--- src/rtl/vbr_pkg.sv ---
package vbr_pkg;

  typedef enum logic {
    ST_IDLE = 1'b0,
    ST_WALK = 1'b1
  } walk_st_e;

  typedef struct packed {
    logic is_vector;
    logic opt_uncond;
    logic opt_sense;
    logic mode_all;
    logic zero_en;
    logic subst_val;
    logic vlset_en;
    logic trunc_sense;
    logic vl_incl;
    logic link_req;
    logic link_only;
  } walk_cfg_t;

endpackage

--- src/rtl/vbr_elem_test.sv ---
module vbr_elem_test #(
  parameter int FIELD_W = 4,
  localparam int POS_W = $clog2(FIELD_W)
) (
  input  logic               pred_bit,
  input  logic               zero_en,
  input  logic               subst_val,
  input  logic [FIELD_W-1:0] field,
  input  logic [POS_W-1:0]   bit_pos,
  input  logic               opt_uncond,
  input  logic               opt_sense,
  output logic               tested,
  output logic               counted,
  output logic               result
);

  logic test_bit;

  always_comb begin
    tested   = pred_bit | zero_en;
    counted  = pred_bit;
    test_bit = pred_bit ? field[bit_pos] : subst_val;
    result   = opt_uncond | ~(test_bit ^ opt_sense);
  end

endmodule

--- src/rtl/vbr_exit_ctl.sv ---
module vbr_exit_ctl #(
  parameter int LEN_W = 7
) (
  input  logic             tested,
  input  logic             result,
  input  logic             mode_all,
  input  logic             is_vector,
  input  logic             vlset_en,
  input  logic             trunc_sense,
  input  logic             vl_incl,
  input  logic             last_elem,
  input  logic [LEN_W-1:0] idx,
  output logic             stop,
  output logic             vl_hit,
  output logic [LEN_W-1:0] vl_trunc
);

  logic settled;

  always_comb begin
    vl_hit   = tested & vlset_en & (result == trunc_sense);
    settled  = mode_all ? ~result : result;
    stop     = last_elem | (tested & (vl_hit | settled | ~is_vector));
    vl_trunc = idx + {{(LEN_W-1){1'b0}}, vl_incl};
  end

endmodule

--- src/rtl/vbr_eval.sv ---
module vbr_eval
  import vbr_pkg::*;
#(
  parameter int MAX_VL     = 64,
  parameter int NUM_FIELDS = 128,
  parameter int FIELD_W    = 4,
  parameter int HI_W       = 3,
  localparam int POS_W  = $clog2(FIELD_W),
  localparam int SEL_W  = HI_W + POS_W,
  localparam int ADDR_W = $clog2(NUM_FIELDS),
  localparam int EXT_W  = ADDR_W - HI_W,
  localparam int LEN_W  = $clog2(MAX_VL + 1)
) (
  input  logic               clk,
  input  logic               rst_n,
  input  logic               start,
  input  logic [LEN_W-1:0]   vec_len,
  input  logic [MAX_VL-1:0]  pred_mask,
  input  logic [SEL_W-1:0]   bit_sel,
  input  logic [EXT_W-1:0]   field_ext,
  input  logic               sel_vector,
  input  logic               opt_uncond,
  input  logic               opt_sense,
  input  logic               mode_all,
  input  logic               zero_en,
  input  logic               subst_val,
  input  logic               vlset_en,
  input  logic               trunc_sense,
  input  logic               vl_incl,
  input  logic               link_req,
  input  logic               link_only_taken,
  output logic [ADDR_W-1:0]  cr_raddr,
  input  logic [FIELD_W-1:0] cr_rdata,
  output logic               busy,
  output logic               done,
  output logic               taken,
  output logic               vl_valid,
  output logic [LEN_W-1:0]   vl_new,
  output logic [LEN_W-1:0]   ctr_dec,
  output logic               link_en
);

  // walk state
  walk_st_e           state_q, state_d;
  logic [LEN_W-1:0]   idx_q, idx_d;
  logic               acc_q, acc_d;
  logic [LEN_W-1:0]   cnt_q, cnt_d;
  // captured command
  logic [LEN_W-1:0]   len_q;
  logic [MAX_VL-1:0]  mask_q;
  logic [ADDR_W-1:0]  base_q;
  logic [POS_W-1:0]   pos_q;
  walk_cfg_t          cfg_q, cfg_in;
  // results
  logic               done_q, done_d;
  logic               taken_q, taken_d;
  logic               vlv_q, vlv_d;
  logic [LEN_W-1:0]   vln_q, vln_d;
  logic [LEN_W-1:0]   dec_q, dec_d;
  logic               link_q, link_d;

  logic               cap_en;
  logic               walk_en;
  logic [MAX_VL-1:0]  mask_sh;
  logic               pred_bit;
  logic               last_elem;
  logic               el_tested, el_counted, el_result;
  logic               el_stop, el_vl_hit;
  logic [LEN_W-1:0]   el_vl_trunc;
  logic               acc_nx;
  logic [LEN_W-1:0]   cnt_nx;

  always_comb begin
    cfg_in.is_vector   = sel_vector;
    cfg_in.opt_uncond  = opt_uncond;
    cfg_in.opt_sense   = opt_sense;
    cfg_in.mode_all    = mode_all;
    cfg_in.zero_en     = zero_en;
    cfg_in.subst_val   = subst_val;
    cfg_in.vlset_en    = vlset_en;
    cfg_in.trunc_sense = trunc_sense;
    cfg_in.vl_incl     = vl_incl;
    cfg_in.link_req    = link_req;
    cfg_in.link_only   = link_only_taken;
  end

  // element addressing and predicate pick
  always_comb begin
    mask_sh   = mask_q >> idx_q;
    pred_bit  = mask_sh[0];
    cr_raddr  = cfg_q.is_vector ? (base_q + ADDR_W'(idx_q)) : base_q;
    last_elem = (idx_q == (len_q - LEN_W'(1)));
  end

  vbr_elem_test #(.FIELD_W(FIELD_W)) u_elem (
    .pred_bit   (pred_bit),
    .zero_en    (cfg_q.zero_en),
    .subst_val  (cfg_q.subst_val),
    .field      (cr_rdata),
    .bit_pos    (pos_q),
    .opt_uncond (cfg_q.opt_uncond),
    .opt_sense  (cfg_q.opt_sense),
    .tested     (el_tested),
    .counted    (el_counted),
    .result     (el_result)
  );

  vbr_exit_ctl #(.LEN_W(LEN_W)) u_exit (
    .tested      (el_tested),
    .result      (el_result),
    .mode_all    (cfg_q.mode_all),
    .is_vector   (cfg_q.is_vector),
    .vlset_en    (cfg_q.vlset_en),
    .trunc_sense (cfg_q.trunc_sense),
    .vl_incl     (cfg_q.vl_incl),
    .last_elem   (last_elem),
    .idx         (idx_q),
    .stop        (el_stop),
    .vl_hit      (el_vl_hit),
    .vl_trunc    (el_vl_trunc)
  );

  // reduction of this element into the running result
  always_comb begin
    acc_nx = acc_q;
    if (el_tested) begin
      acc_nx = cfg_q.mode_all ? (acc_q & el_result) : (acc_q | el_result);
    end
    cnt_nx = cnt_q + {{(LEN_W-1){1'b0}}, el_counted};
  end

  // next-state logic
  always_comb begin
    cap_en  = (state_q == ST_IDLE) && start;
    walk_en = (state_q == ST_WALK);
    state_d = state_q;
    idx_d   = idx_q;
    acc_d   = acc_q;
    cnt_d   = cnt_q;
    done_d  = 1'b0;
    taken_d = taken_q;
    vlv_d   = vlv_q;
    vln_d   = vln_q;
    dec_d   = dec_q;
    link_d  = link_q;
    if (cap_en) begin
      idx_d = '0;
      acc_d = mode_all;
      cnt_d = '0;
      if (vec_len == '0) begin
        done_d  = 1'b1;
        taken_d = mode_all;
        vlv_d   = 1'b0;
        vln_d   = '0;
        dec_d   = '0;
        link_d  = link_req & (~link_only_taken | mode_all);
      end else begin
        state_d = ST_WALK;
      end
    end else if (walk_en) begin
      acc_d = acc_nx;
      cnt_d = cnt_nx;
      idx_d = idx_q + LEN_W'(1);
      if (el_stop) begin
        state_d = ST_IDLE;
        done_d  = 1'b1;
        taken_d = acc_nx;
        vlv_d   = el_vl_hit;
        vln_d   = el_vl_hit ? el_vl_trunc : len_q;
        dec_d   = cnt_nx;
        link_d  = cfg_q.link_req & (~cfg_q.link_only | acc_nx);
      end
    end
  end

  // registers
  always_ff @(posedge clk or negedge rst_n) begin
    if (!rst_n) begin
      state_q <= ST_IDLE;
      idx_q   <= '0;
      acc_q   <= 1'b0;
      cnt_q   <= '0;
      len_q   <= '0;
      mask_q  <= '0;
      base_q  <= '0;
      pos_q   <= '0;
      cfg_q   <= '0;
      done_q  <= 1'b0;
      taken_q <= 1'b0;
      vlv_q   <= 1'b0;
      vln_q   <= '0;
      dec_q   <= '0;
      link_q  <= 1'b0;
    end else begin
      state_q <= state_d;
      done_q  <= done_d;
      if (cap_en) begin
        len_q  <= vec_len;
        mask_q <= pred_mask;
        base_q <= {bit_sel[SEL_W-1:POS_W], field_ext};
        pos_q  <= bit_sel[POS_W-1:0];
        cfg_q  <= cfg_in;
      end
      if (cap_en || walk_en) begin
        idx_q <= idx_d;
        acc_q <= acc_d;
        cnt_q <= cnt_d;
      end
      if (done_d) begin
        taken_q <= taken_d;
        vlv_q   <= vlv_d;
        vln_q   <= vln_d;
        dec_q   <= dec_d;
        link_q  <= link_d;
      end
    end
  end

  assign busy     = (state_q == ST_WALK);
  assign done     = done_q;
  assign taken    = taken_q;
  assign vl_valid = vlv_q;
  assign vl_new   = vln_q;
  assign ctr_dec  = dec_q;
  assign link_en  = link_q;

  // a masked element that is skipped leaves result and count alone
  assert_skip_no_effect_R5: assert property (@(posedge clk) disable iff (!rst_n)
    (walk_en && !pred_bit && !cfg_q.zero_en && !el_stop)
      |=> (acc_q == $past(acc_q)) && (cnt_q == $past(cnt_q)));

  // walk index never passes the captured length
  assert_idx_in_range_R11: assert property (@(posedge clk) disable iff (!rst_n)
    busy |-> (idx_q < len_q));

  // done is never raised while the walk is still running
  assert_done_idle_R11: assert property (@(posedge clk) disable iff (!rst_n)
    done |-> !busy);

  // decrement cannot exceed the vector length
  assert_dec_bound_R8: assert property (@(posedge clk) disable iff (!rst_n)
    done |-> (ctr_dec <= len_q));

  // truncated length stays within the original length plus nothing
  assert_trunc_bound_R7: assert property (@(posedge clk) disable iff (!rst_n)
    (done && vl_valid) |-> (vl_new <= len_q));

  // a start during a walk leaves the captured command unchanged
  assert_start_ignored_R12: assert property (@(posedge clk) disable iff (!rst_n)
    (busy && start) |=> ($stable(len_q) && $stable(mask_q) && $stable(cfg_q)));

  // restricted link write only on a taken branch
  assert_link_taken_R13: assert property (@(posedge clk) disable iff (!rst_n)
    (done && link_en && cfg_q.link_only) |-> taken);

endmodule

--- config.mk ---
export PLATFORM = sky130hd
export DESIGN_NAME = vbr_eval
export DESIGN_NICKNAME = d
export VERILOG_FILES = /design/src/rtl/vbr_pkg.sv /design/src/rtl/vbr_elem_test.sv /design/src/rtl/vbr_exit_ctl.sv /design/src/rtl/vbr_eval.sv
export SDC_FILE = /design/constraint.sdc
export NUM_CORES = 1
export LEC_CHECK = 0
export BUFFER_PORTS_ARGS = -buffer_cell sky130_fd_sc_hd__buf_4
export CAP_MARGIN = 30
export CELL_PAD_IN_SITES_DETAIL_PLACEMENT = 2
export CELL_PAD_IN_SITES_GLOBAL_PLACEMENT = 2
export CORE_UTILIZATION = 25
export DETAILED_ROUTE_END_ITERATION = 8
export PLACE_DENSITY_LB_ADDON = 0.1
export SLEW_MARGIN = 20
export SYNTH_ARGS = -nofsm -noshare
export SYNTH_HDL_FRONTEND = slang
export SYNTH_SLANG_ARGS = --single-unit
--- constraint.sdc ---
create_clock -name clk -period 3.57 [get_ports clk]
set_clock_uncertainty 0.1 [all_clocks]
set_input_delay 0.1785 -clock clk [delete_from_list [all_inputs] [get_ports clk]]
set_output_delay 0.1785 -clock clk [all_outputs]
set_load 0.03 [all_outputs]
==> qor.yml <==
pwr-share-seq: 0.284
drcViolationCount: 0
status: "finished clean"
pin_count: 124
avgViaCountPerCell: 4.545
grt_max_degree: 79
io_buffers: 123
maxCapViolations: 0
timing.rr.start: "idx_q[0]$_DFFE_PN0N_"
pwr-share-comb: 0.504
htreeDepth: 4
setup_violations: 0
die_w_um: 162.6
drt-wirelength-per-cell_um: 17.39
tightest_slew_ps: 784.3
final-max-slew-violation-count: 0
peakVddDrop_mv: 0.3477
grt_usage: 0.1795
dpl.cell_count: 1152
clock_path_buffers: 2
gr-total-overflow: 0
first_global_vias: 6761
cts_buffers: 17
ys_seq_area_frac: 0.4852
synth_warnings: 0
crit_path_end_kind: "flip-flop"
p_clk_frac: 0.212
drt-total-wl_um: 22380
internal_power_w: 0.005286
syn_area_um2: 6446
fin_crit_ps: 3556
worstPathRequired_ps: 3770
die_h_um: 162.6
top_usage_layer: "met2"
synth_cell_types: 50
num_vias: 5850
core_area_um2: 25250
power.density_nw_per_um2: 917.0
cts.sinks: 125
synthArstFlopShare: 1.000
antenna_found_initial: 0
yosys.area.top_type: "dfrtp_1"
dp_slack_ps: -134.9
first_pass_iters: 4
min_path_type: "in2async"
drt_iter0_markers: 153
grt_pass1_wl_um: 36490
synthFlopType: "dfrtp_1"
reg2reg_slack_ps: 10
ant_nets: 0
r2r_cells: 13
slew_headroom: 0.4771
synth_cells: 707
fmax_ghz: 0.2812
whs_ps: 182.6
hold_viol: 0
critPathMaxFanout: 8
worst_slack_ps: 14.13
synth_area_leaders: "dfrtp_1 (49%), nand2_1 (17%), mux2i_1 (4.8%)"
cts_tree: "done"
use_met2: 0.3124
rows: 58
grt_util_met3: 0.02699
finalNonFillerCells: 1287
clk_latency_ps: 430
die_area_um2: 26430
tns_ps: 0
syn_avg_cell_area_um2: 9.118
fin_nets: 1055
crit_type: "reg2reg"
power.switching_w: 0.003626
place_congestion: 0.7946
synth_nets: 818
synth_top_area_share: 0.4852
areaGrowthSynthToFinish_pct: 50.78
synth-seq-cells: 125
dp_hpwl_um: 15720
finalPower_w: 0.008912
synth_edf_count: 0
antennaDiodeCount: 0
swShare: 0.4069
p_leak_nw: 4.724
startpoint_type: "flip-flop"
layout_commonest_cell: "nand2_1"
arrival_ps: 3760
clk_pin_slew_ps: 60
met1_usage: 0.2282
grt_setup_unrepaired: "yes"
final_cell_mix: "nand2_1 (285), buf_4 (159), dfrtp_1 (122)"
drive_above_1_share: 0.2612
start_util: 0.2553
worstReg2RegEnd: "ctr_dec[5]$_DFFE_PN0P_"
root_buffer: "clkbuf_16"
finalCritPeriodShare: 0.9960
==> cell usage after synthesis, types with 6 or more instances <==
master      n
o31ai_1     6
mux2i_1    31
mux2_2     13
nor2b_1     7
dfrtp_1   125
a22oi_1     8
clkbuf_1   30
a21o_1      6
ha_1       12
nor2_1     16
mux4_2      7
xor2_1      9
xnor2_1    16
o211ai_1    8
o21ai_0    22
nand2_1   286
nand3_1     9
a21oi_1    15
inv_1      16
==> area by class of cell <==
class                   count  area (µm²)
repair buffers            260        2272
multi-input cells         523        3208
flip-flops and latches    125        3132
well taps                 330       412.9
fillers                  2696       15530
inverters                  17       63.81
clock inverters            14       191.4
clock buffers              18       439.2
==> power by group through the flow <==
| stage | Combinational (W) | Clock [W] | Sequential (W) |
|---|---|---|---|
| finish | 0.00449 | 0.00189 | 0.00253 |
| global route | 0.00492 | 0.00199 | 0.00262 |
| CTS | 0.00419 | 0.00193 | 0.00255 |
| detailed placement | 0.00400 | 0 | 0.00257 |
| global placement | 0.00384 | 0 | 0.00256 |
| floorplan | 0.00257 | 0 | 0.00245 |
==> metrics by stage <==
stage	utilization	area (µm²)
4_1_cts	0.3771	9524
6_report	0.3849	9719
5_1_grt	0.3849	9719
3_3_place_gp	0.3131	7908
2_1_floorplan	-	6446
3_5_place_dp	0.3131	7908
==> layer usage <==
metal  vias to the layer above  wire length (µm)  part of all wire
li1                       2830                 -                 -
met1                      2912              9996              0.45
met2                        85             11620              0.52
met3                        23               485             0.022
met4                         0               271             0.012
met5                         -                 0                 0
==> worst max-delay path by stage <==
stage | startpoint | end | cells past startpoint
final | idx_q[0]$_DFFE_PN0N_ | ctr_dec[5]$_DFFE_PN0P_ | 13
after global routing | idx_q[0]$_DFFE_PN0N_ | ctr_dec[1]$_DFFE_PN0P_ | 14
after CTS | idx_q[0]$_DFFE_PN0N_ | ctr_dec[5]$_DFFE_PN0P_ | 11
after detailed placement | idx_q[0]$_DFFE_PN0N_ | ctr_dec[5]$_DFFE_PN0P_ | 13
after global placement | idx_q[0]$_DFFE_PN0N_ | ctr_dec[3]$_DFFE_PN0P_ | 13
after floorplan | idx_q[0]$_DFFE_PN0N_ | ctr_dec[2]$_DFFE_PN0P_ | 11
==> worst max-delay path: stages, from the launching register on <==
cell,delay (ps)
dfrtp_2,410
buf_6,120
mux4_2,480
mux2_4,290
a221oi_2,250
a211oi_2,110
buf_4,170
o211ai_1,230
buf_4,210
nand4_1,130
a31oi_2,250
o21a_2,230
buf_12,150
mux2_4,300
==> repair_timing <==
action / in CTS / in global routing
buffers inserted: 4 / 7
gates cloned: 0 / 1
resized for setup: 6 / 31
hold buffers: 93 / 0
pin swaps: 2 / 8
endpoints found under the setup margin: 19 / 20
endpoints found under the hold margin: 130 / 0
==> cells by family after synthesis <==
logic type,after synthesis,synth area share
simple gates,342,0.2143
buf+inv,59,0.04037
compound gates,92,0.1044
mux,51,0.09530
xor+xnor,25,0.03397
fa+ha+maj,13,0.02640
flops,125,0.4852
==> sequential cells by signal, summed over array words and instances, names as in the netlist, 7 cells and up <==
signal,cells
base_q,7
cfg_q,11
cnt_q,7
ctr_dec,7
idx_q,7
len_q,7
mask_q,64
vl_new,7
No activity file was read; power rests on OpenSTA's default activity.
